<file path="src/rtl/mpx_tx_pkg.sv">
package mpx_tx_pkg;

    typedef enum logic [2:0] {
        ST_IDLE,
        ST_START,
        ST_DATA,
        ST_MPB,
        ST_STOP1,
        ST_STOP2
    } tx_state_e;

endpackage

</file>
<file path="src/rtl/mpx_tx_flags.sv">
// Holding register plus the data-empty and transmit-end flags.
module mpx_tx_flags #(
    parameter int DATA_W = 8
) (
    input  logic              clk,
    input  logic              rst_n,
    input  logic              tx_en,
    input  logic              wr_en,
    input  logic [DATA_W-1:0] wr_data,
    input  logic              empty_clr,
    input  logic              load_take,
    input  logic              end_set,
    output logic [DATA_W-1:0] hold_data,
    output logic              empty_flag,
    output logic              end_flag
);

    typedef struct packed {
        logic [DATA_W-1:0] hold;
        logic              empty;
        logic              tend;
    } flags_t;

    localparam flags_t FLAGS_RST = '{hold: '0, empty: 1'b1, tend: 1'b1};

    flags_t flg_d, flg_q;

    always_comb begin
        flg_d = flg_q;
        if (wr_en) begin
            flg_d.hold = wr_data;
        end
        if (!tx_en) begin
            flg_d.empty = 1'b1;
            flg_d.tend  = 1'b1;
        end else begin
            // a transfer into the shifter wins over a host clear
            if (load_take) begin
                flg_d.empty = 1'b1;
            end else if (empty_clr) begin
                flg_d.empty = 1'b0;
            end
            if (end_set) begin
                flg_d.tend = 1'b1;
            end else if (empty_clr) begin
                flg_d.tend = 1'b0;
            end
        end
    end

    always_ff @(posedge clk) begin
        if (!rst_n) begin
            flg_q <= FLAGS_RST;
        end else begin
            flg_q <= flg_d;
        end
    end

    assign hold_data  = flg_q.hold;
    assign empty_flag = flg_q.empty;
    assign end_flag   = flg_q.tend;

endmodule

</file>
<file path="src/rtl/mpx_tx_seq.sv">
// Frame sequencer and shift register; advances one bit per baud strobe.
module mpx_tx_seq
    import mpx_tx_pkg::*;
#(
    parameter int DATA_W = 8
) (
    input  logic              clk,
    input  logic              rst_n,
    input  logic              tx_en,
    input  logic              baud_tick,
    input  logic              len_short,
    input  logic              stop_two,
    input  logic              mp_bit,
    input  logic              empty_flag,
    input  logic [DATA_W-1:0] hold_data,
    output logic              txd,
    output logic              load_take,
    output logic              end_set
);

    localparam int CNT_W = (DATA_W > 2) ? $clog2(DATA_W) : 1;
    localparam logic [CNT_W-1:0] LAST_FULL  = CNT_W'(DATA_W - 1);
    localparam logic [CNT_W-1:0] LAST_SHORT = CNT_W'(DATA_W - 2);

    typedef struct packed {
        tx_state_e         st;
        logic [DATA_W-1:0] shreg;
        logic [CNT_W-1:0]  cnt;
        logic              short_l;
        logic              two_l;
        logic              mp_l;
        logic              chain;
        logic              txd;
    } seq_t;

    localparam seq_t SEQ_RST = '{
        st: ST_IDLE, shreg: '0, cnt: '0, short_l: 1'b0,
        two_l: 1'b0, mp_l: 1'b0, chain: 1'b0, txd: 1'b1
    };

    seq_t seq_d, seq_q;
    logic [CNT_W-1:0] last_idx;

    always_comb begin
        seq_d     = seq_q;
        load_take = 1'b0;
        end_set   = 1'b0;
        last_idx  = seq_q.short_l ? LAST_SHORT : LAST_FULL;

        if (!tx_en) begin
            seq_d.st    = ST_IDLE;
            seq_d.txd   = 1'b1;
            seq_d.chain = 1'b0;
        end else if (baud_tick) begin
            unique case (seq_q.st)
                ST_IDLE: begin
                    if (!empty_flag) begin
                        seq_d.shreg   = hold_data;
                        load_take     = 1'b1;
                        seq_d.st      = ST_START;
                        seq_d.txd     = 1'b0;
                        seq_d.short_l = len_short;
                        seq_d.two_l   = stop_two;
                        seq_d.mp_l    = mp_bit;
                    end
                end
                ST_START: begin
                    seq_d.st    = ST_DATA;
                    seq_d.cnt   = '0;
                    seq_d.txd   = seq_q.shreg[0];
                    seq_d.shreg = seq_q.shreg >> 1;
                end
                ST_DATA: begin
                    if (seq_q.cnt == last_idx) begin
                        seq_d.st  = ST_MPB;
                        seq_d.txd = seq_q.mp_l;
                    end else begin
                        seq_d.cnt   = seq_q.cnt + 1'b1;
                        seq_d.txd   = seq_q.shreg[0];
                        seq_d.shreg = seq_q.shreg >> 1;
                    end
                end
                ST_MPB: begin
                    // stop-bit time: chain the next byte or flag the end
                    seq_d.st  = ST_STOP1;
                    seq_d.txd = 1'b1;
                    if (!empty_flag) begin
                        seq_d.shreg = hold_data;
                        load_take   = 1'b1;
                        seq_d.chain = 1'b1;
                    end else begin
                        end_set     = 1'b1;
                        seq_d.chain = 1'b0;
                    end
                end
                ST_STOP1, ST_STOP2: begin
                    if (seq_q.st == ST_STOP1 && seq_q.two_l) begin
                        seq_d.st  = ST_STOP2;
                        seq_d.txd = 1'b1;
                    end else if (seq_q.chain) begin
                        seq_d.st      = ST_START;
                        seq_d.txd     = 1'b0;
                        seq_d.chain   = 1'b0;
                        seq_d.short_l = len_short;
                        seq_d.two_l   = stop_two;
                        seq_d.mp_l    = mp_bit;
                    end else begin
                        seq_d.st  = ST_IDLE;
                        seq_d.txd = 1'b1;
                    end
                end
                default: begin
                    seq_d.st  = ST_IDLE;
                    seq_d.txd = 1'b1;
                end
            endcase
        end
    end

    always_ff @(posedge clk) begin
        if (!rst_n) begin
            seq_q <= SEQ_RST;
        end else begin
            seq_q <= seq_d;
        end
    end

    assign txd = seq_q.txd;

endmodule

</file>
<file path="src/rtl/mpx_tx.sv">
module mpx_tx #(
    parameter int DATA_W = 8
) (
    input  logic              clk,
    input  logic              rst_n,
    input  logic              tx_en,
    input  logic              len_short,
    input  logic              stop_two,
    input  logic              mp_bit,
    input  logic              empty_ie,
    input  logic              end_ie,
    input  logic              baud_tick,
    input  logic              wr_en,
    input  logic [DATA_W-1:0] wr_data,
    input  logic              empty_clr,
    output logic              txd,
    output logic              empty_flag,
    output logic              end_flag,
    output logic              empty_irq,
    output logic              end_irq
);

    logic [DATA_W-1:0] hold_data;
    logic              load_take;
    logic              end_set;

    mpx_tx_flags #(.DATA_W(DATA_W)) u_flags (
        .clk        (clk),
        .rst_n      (rst_n),
        .tx_en      (tx_en),
        .wr_en      (wr_en),
        .wr_data    (wr_data),
        .empty_clr  (empty_clr),
        .load_take  (load_take),
        .end_set    (end_set),
        .hold_data  (hold_data),
        .empty_flag (empty_flag),
        .end_flag   (end_flag)
    );

    mpx_tx_seq #(.DATA_W(DATA_W)) u_seq (
        .clk        (clk),
        .rst_n      (rst_n),
        .tx_en      (tx_en),
        .baud_tick  (baud_tick),
        .len_short  (len_short),
        .stop_two   (stop_two),
        .mp_bit     (mp_bit),
        .empty_flag (empty_flag),
        .hold_data  (hold_data),
        .txd        (txd),
        .load_take  (load_take),
        .end_set    (end_set)
    );

    assign empty_irq = empty_flag & empty_ie;
    assign end_irq   = end_flag & end_ie;

endmodule

</file>
<file path="config.mk">
export PLATFORM = sky130hd
export DESIGN_NAME = mpx_tx
export DESIGN_NICKNAME = d
export VERILOG_FILES = /design/src/rtl/mpx_tx_pkg.sv /design/src/rtl/mpx_tx_flags.sv /design/src/rtl/mpx_tx_seq.sv /design/src/rtl/mpx_tx.sv
export SDC_FILE = /design/constraint.sdc
export NUM_CORES = 1
export LEC_CHECK = 0
export ABC_AREA = 1
export CAP_MARGIN = 5
export CORE_MARGIN = 10
export CORE_UTILIZATION = 40
export DETAILED_ROUTE_END_ITERATION = 10
export DONT_BUFFER_PORTS = 1
export PLACE_DENSITY_LB_ADDON = 0.3
export SLEW_MARGIN = 25
export SYNTH_ARGS = -nofsm -noshare
export SYNTH_HDL_FRONTEND = slang
export SYNTH_SLANG_ARGS = --single-unit
</file>
<file path="constraint.sdc">
create_clock -name clk -period 3.07 [get_ports clk]
set_clock_uncertainty 0.1 [all_clocks]
set_input_delay 0.1535 -clock clk [delete_from_list [all_inputs] [get_ports clk]]
set_output_delay 0.1535 -clock clk [all_outputs]
set_load 0.01 [all_outputs]
</file>
==> flow_metrics.py, run 1 <==
metrics = {
    "status": {
        "run_status": "completed",
    },
    "min_path": {
        "hold_path.class": "input pin to flip-flop",
    },
    "global_routing": {
        "grt-busiest-layer": "met2",
        "grt_antenna_before_repair": 0,
        "grt_pass1_vias": 1451,
        "grt-ovfl-total": 0,
        "met2_usage_pct": 20.30,
        "gr-usage-met3_pct": 5.188,
        "grt_start_max_net_pins": 21,
        "first_pass_grt_wire_length_um": 6403,
        "gr-usage-all-layers_pct": 12.33,
        "met1_usage_pct": 13.49,
    },
    "routing": {
        "drt_iter0_drc": 104,
        "ant_nets": 0,
        "total_wire_length_after_detailed_routing_um": 3666,
        "routed-via-count": 1475,
        "detail_route.vias_per_cell": 4.789,
        "drt_drc_violations_left": 0,
        "routed_wire_length_per_instance_um": 11.90,
        "drt_pre_antenna_iters": 4,
    },
    "timing": {
        "finalHoldViolCount": 0,
        "fin_tns_setup_ns": 0,
        "setup-violations-final": 0,
        "fmax_ghz": 0.5150,
        "minimum_period_implied_by_the_final_worst_setup_slack_ns": 1.942,
        "layout_worst_path_cycle_share_pct": 63.25,
        "timing.max_slew.rel_slack_pct": 55.34,
        "slew_viol_final": 0,
        "timing_worst_slew_pin_value_ns": 0.6677,
        "hold_slack_ns": 0.03142,
        "setup_repair_after_global_routing_missed_its_margin": "false",
    },
    "pwr": {
        "pwr_density_cell_nw_per_um2": 442.2,
        "total_power_mw": 0.8204,
        "leakage_nw": 0.9212,
        "ir_drop_v": 0.0002773,
    },
    "layout": {
        "insertedDiodeCount": 0,
        "fillerInstances": 360,
        "drive_above_1_share_pct": 6.538,
        "fin_area_um2": 1856,
        "fin_util_pct": 50.68,
        "area_growth_pct": 23.17,
        "leading_cell_types_in_the_layout_fill_and_taps_excluded": "sky130_fd_sc_hd__nand2_1 (67), sky130_fd_sc_hd__nor2_1 (43), sky130_fd_sc_hd__dfxtp_1 (29), sky130_fd_sc_hd__inv_1 (28), sky130_fd_sc_hd__dlygate4sd3_1 (24)",
        "layout.cells.most_common": "sky130_fd_sc_hd__nand2_1",
        "num-nets-final": 280,
    },
    "setup_path": {
        "critical_path.endpoint_type": "flip-flop",
        "cp_max_fo": 20,
        "critical_path.reg2reg.startpoint": "u_seq.seq_q[17]$_SDFFE_PN0P_",
        "timing.critical_path.from": "rst_n",
        "worstReg2RegEnd": "u_seq.seq_q[9]$_SDFFE_PN0P_",
        "critPathKind": "input pin to flip-flop",
        "cp-endpoint": "u_flags.hold_data[3]$_SDFFE_PN0P_",
        "cp_data_arrival_time_ns": 2.07,
        "timing.reg2reg.setup_slack_ns": 1.16,
        "r2r.worst_path.cells": 7,
        "worstPathRequired_ns": 3.20,
        "worstSetupStartpointType": "input pin",
    },
    "placed_design": {
        "io_buffers": 0,
        "placed_cell_area_um2": 1529,
        "hpwlAfterDp_um": 2419,
        "globalplace.congestion": 0.8691,
    },
    "clock_tree": {
        "cts_setup_buffers": 0,
        "cts.root.buffer_cell": "sky130_fd_sc_hd__clkbuf_8",
        "clk-insertion-delay-late_ns": 0.28,
        "ctsLongestPathBuffers": 2,
        "tritoncts_sinks": 29,
        "tritoncts_clock_tree": "built",
        "tritoncts.num_buffers": 5,
        "clk_transition_reported_paths_ns": 0.06,
        "number_of_h_tree_levels": 2,
    },
    "floorplan": {
        "die-height_um": 81.37,
        "initial_core_util_pct": 41.15,
        "io-pin-count": 24,
        "rows": 22,
        "core-area_um2": 3661,
        "dieArea_um2": 6621,
        "floorplan.die.width_um": 81.37,
    },
    "synthesis": {
        "synth_top_area_share_pct": 38.54,
        "yosysWarnings": 0,
        "synth.avg_cell_area_um2": 6.410,
        "netlist_area_um2": 1506,
        "post_synth_inst_count": 235,
        "synth_sequential_area_ratio_pct": 38.54,
        "synthDominantAreaCellType": "sky130_fd_sc_hd__dfxtp_1",
        "synth-seq-cells": 29,
        "post_synth_num_cell_types": 23,
        "synth_fp_nets": 255,
        "synthTopCellsByArea": "sky130_fd_sc_hd__dfxtp_1 (39%), sky130_fd_sc_hd__nand2_1 (17%), sky130_fd_sc_hd__nor2_1 (11%), sky130_fd_sc_hd__inv_1 (7.0%), sky130_fd_sc_hd__nand3_1 (6.6%)",
    },
    "flow_run": {
        "max_capacitance_violation_count": 0,
    },
}
[kinds of logic after synthesis]
| group | Yosys count | share of synthesized area (%) |
|---|---|---|
| and+or+nand+nor | 142 | 41.28 |
| buffers and inverters | 37 | 10.22 |
| DFF | 29 | 38.54 |
| AOI/OAI and AO/OA | 25 | 8.555 |
| xor gates and xnor gates | 1 | 0.5815 |
| adders and majority gates | 1 | 0.8304 |
[area by class of cell]
cell class,instances,area [µm²],share of cell area [%]
Sequential cell,29,580.6,31.29
Inverter,31,116.4,6.271
Multi-Input combinational cell,169,772.0,41.60
Timing Repair Buffer,24,240.2,12.95
Tap cell,48,60.06,3.237
Clock buffer,7,86.33,4.653
[stage by stage]
| step | std cells | setup slack (ns) |
|---|---|---|
| after CTS | 308 | 1.184 |
| after global routing | 308 | 0.9451 |
| after detailed placement | 277 | 1.233 |
| after floorplan | 235 | 1.754 |
| after global placement | 277 | 1.304 |
| final | 308 | 1.128 |
[registers in the layout (all words and copies together), names as in the netlist]
name / flops
u_flags.empty_flag: 1
u_flags.end_flag: 1
u_flags.hold_data: 8
u_seq.seq_q: 18
u_seq.txd: 1
[power by group]
part           total [mW]  switching [mW]  internal [mW]  leakage, nW
combinational      0.0961          0.0515         0.0446        0.640
clock               0.320           0.142          0.177       0.0443
sequential          0.405          0.0124          0.392        0.237
total               0.820           0.206          0.614        0.921
[Yosys cell counts]
| library cell | instances |
|---|---|
| sky130_fd_sc_hd__nand3_2 | 2 |
| sky130_fd_sc_hd__nand2_4 | 2 |
| sky130_fd_sc_hd__nand3_1 | 20 |
| sky130_fd_sc_hd__nand3_4 | 1 |
| sky130_fd_sc_hd__a21oi_1 | 7 |
| sky130_fd_sc_hd__ha_1 | 1 |
| sky130_fd_sc_hd__o21ai_0 | 16 |
| sky130_fd_sc_hd__nand2_1 | 67 |
| sky130_fd_sc_hd__nand2_2 | 1 |
| sky130_fd_sc_hd__nor2_1 | 43 |
| sky130_fd_sc_hd__inv_1 | 28 |
| sky130_fd_sc_hd__clkbuf_1 | 1 |
| sky130_fd_sc_hd__nor2_2 | 1 |
| sky130_fd_sc_hd__buf_2 | 3 |
| sky130_fd_sc_hd__buf_6 | 1 |
| sky130_fd_sc_hd__a211oi_1 | 1 |
| sky130_fd_sc_hd__nor2_4 | 1 |
| sky130_fd_sc_hd__buf_4 | 1 |
| sky130_fd_sc_hd__dfxtp_1 | 29 |
| sky130_fd_sc_hd__inv_2 | 3 |
| sky130_fd_sc_hd__xnor2_1 | 1 |
| sky130_fd_sc_hd__nand4_1 | 4 |
| sky130_fd_sc_hd__a31oi_1 | 1 |
[layer usage]
metal	vias to the layer above	wire length, µm
met5	-	0
met4	0	73
met3	8	237
met2	41	1719
met1	637	1635
li1	789	-
[repair_timing]
item | 4_1_cts | 5_1_grt
gates resized for setup | 0 | 0
endpoints found under the hold margin | 25 | 0
hold buffers | 24 | 0
[worst min path at each step]
stage	endpoint	startpoint	depth (start not counted)	slack [ns]
2_1_floorplan	u_flags.empty_flag$_SDFFE_PP1P_	empty_clr	1	0.16
3_3_place_gp	u_flags.empty_flag$_SDFFE_PP1P_	empty_clr	1	0.17
3_5_place_dp	u_flags.empty_flag$_SDFFE_PP1P_	empty_clr	1	0.17
4_1_cts	u_seq.seq_q[1]$_SDFFE_PN0P_	baud_tick	4	0.02
5_1_grt	u_seq.seq_q[1]$_SDFFE_PN0P_	baud_tick	4	0.05
6_report	u_seq.seq_q[1]$_SDFFE_PN0P_	baud_tick	4	0.03
[worst max-delay path: stages]
cell and delay [ns]:
sky130_fd_sc_hd__dlygate4sd3_1 0.97, sky130_fd_sc_hd__o21ai_0 0.21, sky130_fd_sc_hd__nor2_1 0.16, sky130_fd_sc_hd__dlygate4sd3_1 0.57
No activity file was read; power rests on OpenSTA's default activity.
==> inputs of run 2 (changes only) <==
==> constraint.sdc (replaced) <==
create_clock -name clk -period 2 [get_ports clk]
set_clock_uncertainty 0.1 [all_clocks]
set_input_delay 0.1 -clock clk [delete_from_list [all_inputs] [get_ports clk]]
set_output_delay 0.1 -clock clk [all_outputs]
set_load 0.01 [all_outputs]
==> run 2 against run 1 <==
  * Combinational power is 54% higher
  * Via count rose by 1.8%
  * Cell count rose by 0.65%
  * Setup slack worse by 0.71 ns
  * Global-route usage down 0.38 points
  * Critical path depth increased by 4
  * Clock power grew 69%
  * Power up 60%
  * Critical path type is now flip-flop to flip-flop
  * Critical endpoint is now u_seq.seq_q[10]$_SDFFE_PN0P_
  * Largest cell class unchanged
==> flow_metrics.py, run 2 (synthesized netlist as in run 1, its figures left out) <==
metrics = {
    "global_routing": {
        "grt_antenna_before_repair": 0,
        "grt-ovfl-total": 0,
        "first_pass_grt_wire_length_um": 6417,
        "grt_start_max_net_pins": 21,
        "grt_pass1_vias": 1458,
        "gr-usage-all-layers_pct": 11.95,
    },
    "floorplan": {
        "rows": 22,
        "initial_core_util_pct": 41.15,
        "core-area_um2": 3661,
        "floorplan.die.width_um": 81.37,
        "dieArea_um2": 6621,
        "die-height_um": 81.37,
        "io-pin-count": 24,
    },
    "layout": {
        "num-nets-final": 281,
        "leading_cell_types_in_the_layout_fill_and_taps_excluded": "sky130_fd_sc_hd__nand2_1 (67), sky130_fd_sc_hd__nor2_1 (43), sky130_fd_sc_hd__dfxtp_1 (29), sky130_fd_sc_hd__inv_1 (28), sky130_fd_sc_hd__dlygate4sd3_1 (23)",
        "fin_util_pct": 51.37,
        "fin_area_um2": 1881,
        "layout.cells.most_common": "sky130_fd_sc_hd__nand2_1",
        "area_growth_pct": 24.83,
        "insertedDiodeCount": 0,
        "register_with_the_highest_flop_count": "u_seq.seq_q",
        "drive_above_1_share_pct": 7.634,
        "largest_register_ff_count": 18,
    },
    "pwr": {
        "internal_power_mw": 0.9819,
        "leakage_nw": 0.9441,
        "sw_frac_of_total_pct": 25.03,
        "clock_power_share_pct": 41.3,
        "power.net_switching_mw": 0.3278,
        "part_of_the_power_in_registers_pct": 47.4,
        "pwr_density_cell_nw_per_um2": 696.4,
        "power_frac_comb_pct": 11.3,
        "ir_drop_v": 0.0005557,
    },
    "setup_path": {
        "timing.reg2reg.setup_slack_ns": 0.41,
        "worstReg2RegEnd": "u_seq.seq_q[10]$_SDFFE_PN0P_",
        "worstSetupStartpointType": "flip-flop",
        "critPathKind": "flip-flop to flip-flop",
        "critPathMaxStageDelay_ns": 0.54,
        "cp_data_arrival_time_ns": 1.70,
        "r2r.worst_path.cells": 8,
        "worstPathRequired_ns": 2.12,
        "critical_path.endpoint_type": "flip-flop",
        "cp_max_fo": 15,
        "cp_top_family": "simple AND/OR/NAND/NOR gates",
        "critical_path.reg2reg.startpoint": "u_seq.seq_q[17]$_SDFFE_PN0P_",
        "path_cells": "inv_1, nand3_2, nand2_1, inv_2, nand3_4, nand2_1, nand2_1, nor2_1",
        "worst_path_most_repeated_cell": "sky130_fd_sc_hd__nand2_1",
        "critPathSlowestCell": "sky130_fd_sc_hd__dfxtp_1",
        "worst-path-buf-inv": 2,
    },
    "min_path": {
        "hold_path.class": "input pin to flip-flop",
        "hold_path_end": "u_seq.seq_q[16]$_SDFFE_PN0P_",
        "min_delay_path_depth": 2,
        "min_from": "tx_en",
    },
    "timing": {
        "setup_repair_after_global_routing_missed_its_margin": "false",
        "timing.max_slew.rel_slack_pct": 54.34,
        "finalHoldViolCount": 0,
        "fmax_ghz": 0.6309,
        "fin_tns_setup_ns": 0,
        "slew_viol_final": 0,
        "setup-violations-final": 0,
        "timing_worst_slew_pin_value_ns": 0.6849,
        "layout_worst_path_cycle_share_pct": 79.26,
        "minimum_period_implied_by_the_final_worst_setup_slack_ns": 1.585,
    },
    "clock_tree": {
        "number_of_h_tree_levels": 2,
        "tritoncts_clock_tree": "built",
        "clk-insertion-delay-late_ns": 0.28,
        "cts.root.buffer_cell": "sky130_fd_sc_hd__clkbuf_8",
        "tritoncts.num_buffers": 5,
        "cts_setup_buffers": 0,
        "clk_transition_reported_paths_ns": 0.07,
        "ctsLongestPathBuffers": 2,
        "tritoncts_sinks": 29,
    },
    "status": {
        "run_status": "completed",
    },
    "routing": {
        "total_wire_length_after_detailed_routing_um": 3633,
        "ant_nets": 0,
        "drt_drc_violations_left": 0,
        "drt_iter0_drc": 102,
        "drt_pre_antenna_iters": 4,
        "routed-via-count": 1502,
        "detail_route.vias_per_cell": 4.845,
        "routed_wire_length_per_instance_um": 11.72,
    },
    "flow_run": {
        "max_capacitance_violation_count": 0,
    },
    "placed_design": {
        "globalplace.congestion": 0.8370,
        "placed_cell_area_um2": 1536,
        "io_buffers": 0,
        "hpwlAfterDp_um": 2506,
    },
}
[run 2: changes by cell type in the layout (fill, tap and decap cells not counted)]
cell / change
sky130_fd_sc_hd__clkbuf_1: -1
sky130_fd_sc_hd__clkinv_2: +1
sky130_fd_sc_hd__dlygate4sd3_1: -1
sky130_fd_sc_hd__dlymetal6s4s_1: +1
sky130_fd_sc_hd__clkbuf_8: +1
sky130_fd_sc_hd__buf_4: +1
[run 2: repair_timing]
action,in CTS,in global routing
hold buffers,24,0
endpoints found under the setup margin,0,2
resized for setup,0,1
hold endpoints to repair,27,0
[run 2: worst register-to-register path, delay by kind of cell, from the launching register on]
kind / cells / cell delay [ns]
buffers and inverters: 2 / 0.26
flip-flops: 1 / 0.54
AND/OR/NAND/NOR: 6 / 0.63
[run 2: final cells by class]
class | count | area, µm²
Tap cell | 48 | 60.06
Fill cell | 351 | 1780
Clock inverter | 1 | 5.005
Sequential cell | 29 | 580.6
Multi-Input combinational cell | 169 | 772.0
Inverter | 31 | 116.4
Timing Repair Buffer | 25 | 250.2
Clock buffer | 7 | 96.34
[run 2: worst max-delay path by stage]
| stage | from | to | slack (ns) | depth (start not counted) |
|---|---|---|---|---|
| after floorplan | u_seq.seq_q[16]$_SDFFE_PN0P_ | u_seq.seq_q[14]$_SDFFE_PN0P_ | 0.68 | 9 |
| after global placement | u_seq.seq_q[17]$_SDFFE_PN0P_ | u_seq.seq_q[8]$_SDFFE_PN0P_ | 0.42 | 7 |
| after detailed placement | u_seq.seq_q[17]$_SDFFE_PN0P_ | u_seq.seq_q[8]$_SDFFE_PN0P_ | 0.44 | 7 |
| after CTS | rst_n | u_flags.hold_data[7]$_SDFFE_PN0P_ | 0.19 | 4 |
| after global routing | u_seq.seq_q[17]$_SDFFE_PN0P_ | u_seq.seq_q[15]$_SDFFE_PN0P_ | 0.29 | 7 |
| final | u_seq.seq_q[17]$_SDFFE_PN0P_ | u_seq.seq_q[10]$_SDFFE_PN0P_ | 0.41 | 8 |
[run 2: routing by layer]
layer | track usage [%] | vias to the layer above | wire length, µm
li1 | - | 787 | -
met1 | 14.38 | 667 | 1691
met2 | 18.64 | 40 | 1653
met3 | 4.525 | 8 | 229
met4 | 5.017 | 0 | 59
met5 | 0 | - | 0
[run 2: stage by stage]
step	cells	power (mW)	worst slack [ns]	hold slack (ns)
6_report	310	1.310	0.4149	0.02802
5_1_grt	310	1.361	0.2939	0.009998
4_1_cts	310	1.316	0.1871	0.01242
3_5_place_dp	278	0.7327	0.4376	0.1187
3_3_place_gp	278	0.7317	0.4227	0.1143
2_1_floorplan	235	0.7173	0.6844	0.1112
[run 2: power by group through the flow]
stage | Clock (mW) | Combinational, mW | Sequential (mW)
finish | 0.540 | 0.148 | 0.621
global route | 0.567 | 0.170 | 0.624
CTS | 0.549 | 0.146 | 0.621
detailed placement | 0 | 0.0991 | 0.634
global placement | 0 | 0.0980 | 0.634
floorplan | 0 | 0.0910 | 0.626
==> inputs of run 3 (changes only) <==
==> constraint.sdc (replaced) <==
create_clock -name clk -period 1.6 [get_ports clk]
set_clock_uncertainty 0.1 [all_clocks]
set_input_delay 0.08 -clock clk [delete_from_list [all_inputs] [get_ports clk]]
set_output_delay 0.08 -clock clk [all_outputs]
set_load 0.01 [all_outputs]
==> run 3 against run 2 <==
  * Highest routed layer unchanged
  * Final area shrank 2.3%
  * Largest power group unchanged
  * Critical path type is now input pin to flip-flop
  * Power up 24%
  * Core utilization fell by 1.2 points
  * Routed wire length increased by 0.63%
==> flow_metrics.py, run 3 (synthesized netlist as in run 1, its figures left out) <==
metrics = {
    "setup_path": {
        "cp_max_fo": 5,
        "worstPathRequired_ns": 1.71,
        "cp_data_arrival_time_ns": 1.61,
        "worstSetupStartpointType": "input pin",
        "critPathKind": "input pin to flip-flop",
        "critical_path.endpoint_type": "flip-flop",
    },
    "global_routing": {
        "grt_antenna_before_repair": 0,
        "gr-usage-all-layers_pct": 11.81,
        "grt_pass1_vias": 1433,
        "grt-ovfl-total": 0,
        "grt_start_max_net_pins": 21,
        "first_pass_grt_wire_length_um": 6216,
    },
    "routing": {
        "drt_drc_violations_left": 0,
        "routed-via-count": 1466,
        "drt_pre_antenna_iters": 6,
        "drt_iter0_drc": 93,
        "routed_wire_length_per_instance_um": 11.95,
        "detail_route.vias_per_cell": 4.791,
        "total_wire_length_after_detailed_routing_um": 3656,
        "ant_nets": 0,
    },
    "floorplan": {
        "dieArea_um2": 6621,
        "io-pin-count": 24,
        "floorplan.die.width_um": 81.37,
        "rows": 22,
        "initial_core_util_pct": 41.15,
        "core-area_um2": 3661,
        "die-height_um": 81.37,
    },
    "layout": {
        "drive_above_1_share_pct": 10.85,
        "fillerInstances": 357,
        "area_growth_pct": 21.93,
        "largest_register_ff_count": 18,
        "layout.cells.most_common": "sky130_fd_sc_hd__nand2_1",
        "num-nets-final": 277,
        "insertedDiodeCount": 0,
        "register_with_the_highest_flop_count": "u_seq.seq_q",
        "leading_cell_types_in_the_layout_fill_and_taps_excluded": "sky130_fd_sc_hd__nand2_1 (67), sky130_fd_sc_hd__nor2_1 (42), sky130_fd_sc_hd__inv_1 (27), sky130_fd_sc_hd__dfxtp_1 (26), sky130_fd_sc_hd__nand3_1 (20)",
    },
    "clock_tree": {
        "cts.root.buffer_cell": "sky130_fd_sc_hd__clkbuf_8",
        "number_of_h_tree_levels": 2,
        "tritoncts_sinks": 29,
        "clk-insertion-delay-late_ns": 0.28,
        "ctsLongestPathBuffers": 2,
        "tritoncts.num_buffers": 5,
        "clk_transition_reported_paths_ns": 0.07,
        "tritoncts_clock_tree": "built",
    },
    "placed_design": {
        "io_buffers": 0,
        "hpwlAfterDp_um": 2519,
        "globalplace.congestion": 0.9230,
        "place_worst_setup_slack_ns": 0.1170,
    },
    "flow_run": {
        "max_capacitance_violation_count": 0,
    },
    "timing": {
        "hold_slack_ns": 0.007295,
        "finalHoldViolCount": 0,
        "final_critical_path_setup_slack_ns": 0.09861,
        "slew_viol_final": 0,
        "fmax_ghz": 0.6661,
        "fin_tns_setup_ns": 0,
        "timing.max_slew.rel_slack_pct": 53.90,
        "layout_worst_path_cycle_share_pct": 93.84,
        "minimum_period_implied_by_the_final_worst_setup_slack_ns": 1.501,
        "setup_repair_after_global_routing_missed_its_margin": "false",
        "setup-violations-final": 0,
        "timing_worst_slew_pin_value_ns": 0.6892,
    },
    "min_path": {
        "hold_path.class": "input pin to flip-flop",
    },
    "status": {
        "run_status": "completed",
    },
    "pwr": {
        "pwr_density_cell_nw_per_um2": 882.3,
        "leakage_nw": 0.9086,
        "ir_drop_v": 0.0007481,
        "total_power_mw": 1.621,
    },
}
## run 3: path summary, 6_finish.rpt
check / endpoint / cells after the start / startpoint / slack (ns)
worst max-delay path: u_flags.end_flag$_SDFFE_PP1P_ / 4 / baud_tick / 0.1
worst min-delay path: u_flags.hold_data[2]$_SDFFE_PN0P_ / 3 / wr_en / 0.007
worst max register to register: u_seq.seq_q[6]$_SDFFE_PN0P_ / 9 / u_seq.seq_q[16]$_SDFFE_PN0P_ / 0.14
worst min register to register: u_seq.seq_q[3]$_SDFFE_PN0P_ / 2 / u_seq.seq_q[3]$_SDFFE_PN0P_ / 0.38
## run 3: critical path: stages
cell	delay, ns
sky130_fd_sc_hd__dlygate4sd3_1	0.64
sky130_fd_sc_hd__nand2_1	0.16
sky130_fd_sc_hd__dlygate4sd3_1	0.59
sky130_fd_sc_hd__o21ai_0	0.14
## run 3: power breakdown
group	switching [mW]	internal, mW
combinational	0.102	0.0743
sequential	0.0209	0.752
clock	0.283	0.388
total	0.405	1.22
## run 3: what timing repair did
action / CTS / global route
hold buffers: 17 / 0
buffers inserted: 0 / 0
endpoints found under the hold margin: 27 / 0
gates resized for setup: 0 / 5
endpoints found under the setup margin: 0 / 14
## run 3: cell type report
class	instances	area, µm²	area share (%)
clock buffer	7	96.34	5.245
clock inverter	1	5.005	0.2725
inverter	31	116.4	6.335
multi-input combinational	169	774.5	42.17
sequential	29	584.3	31.81
tap	48	60.06	3.270
timing repair buffer	21	200.2	10.90
## run 3: per-layer routing
metal | vias to the layer above | track usage, % | part of all wire, %
li1 | 775 | - | -
met1 | 642 | 14.06 | 46
met2 | 43 | 18.72 | 46
met3 | 6 | 4.305 | 6.0
met4 | 0 | 5.017 | 1.7
met5 | - | 0 | 0
## run 3: metrics by stage
stage | utilization [%] | std cells | area [µm²]
CTS | 50.00 | 306 | 1831
detailed placement | 42.58 | 281 | 1559
finish | 50.17 | 306 | 1837
floorplan | - | 235 | 1506
global route | 50.17 | 306 | 1837
global placement | 42.58 | 281 | 1559
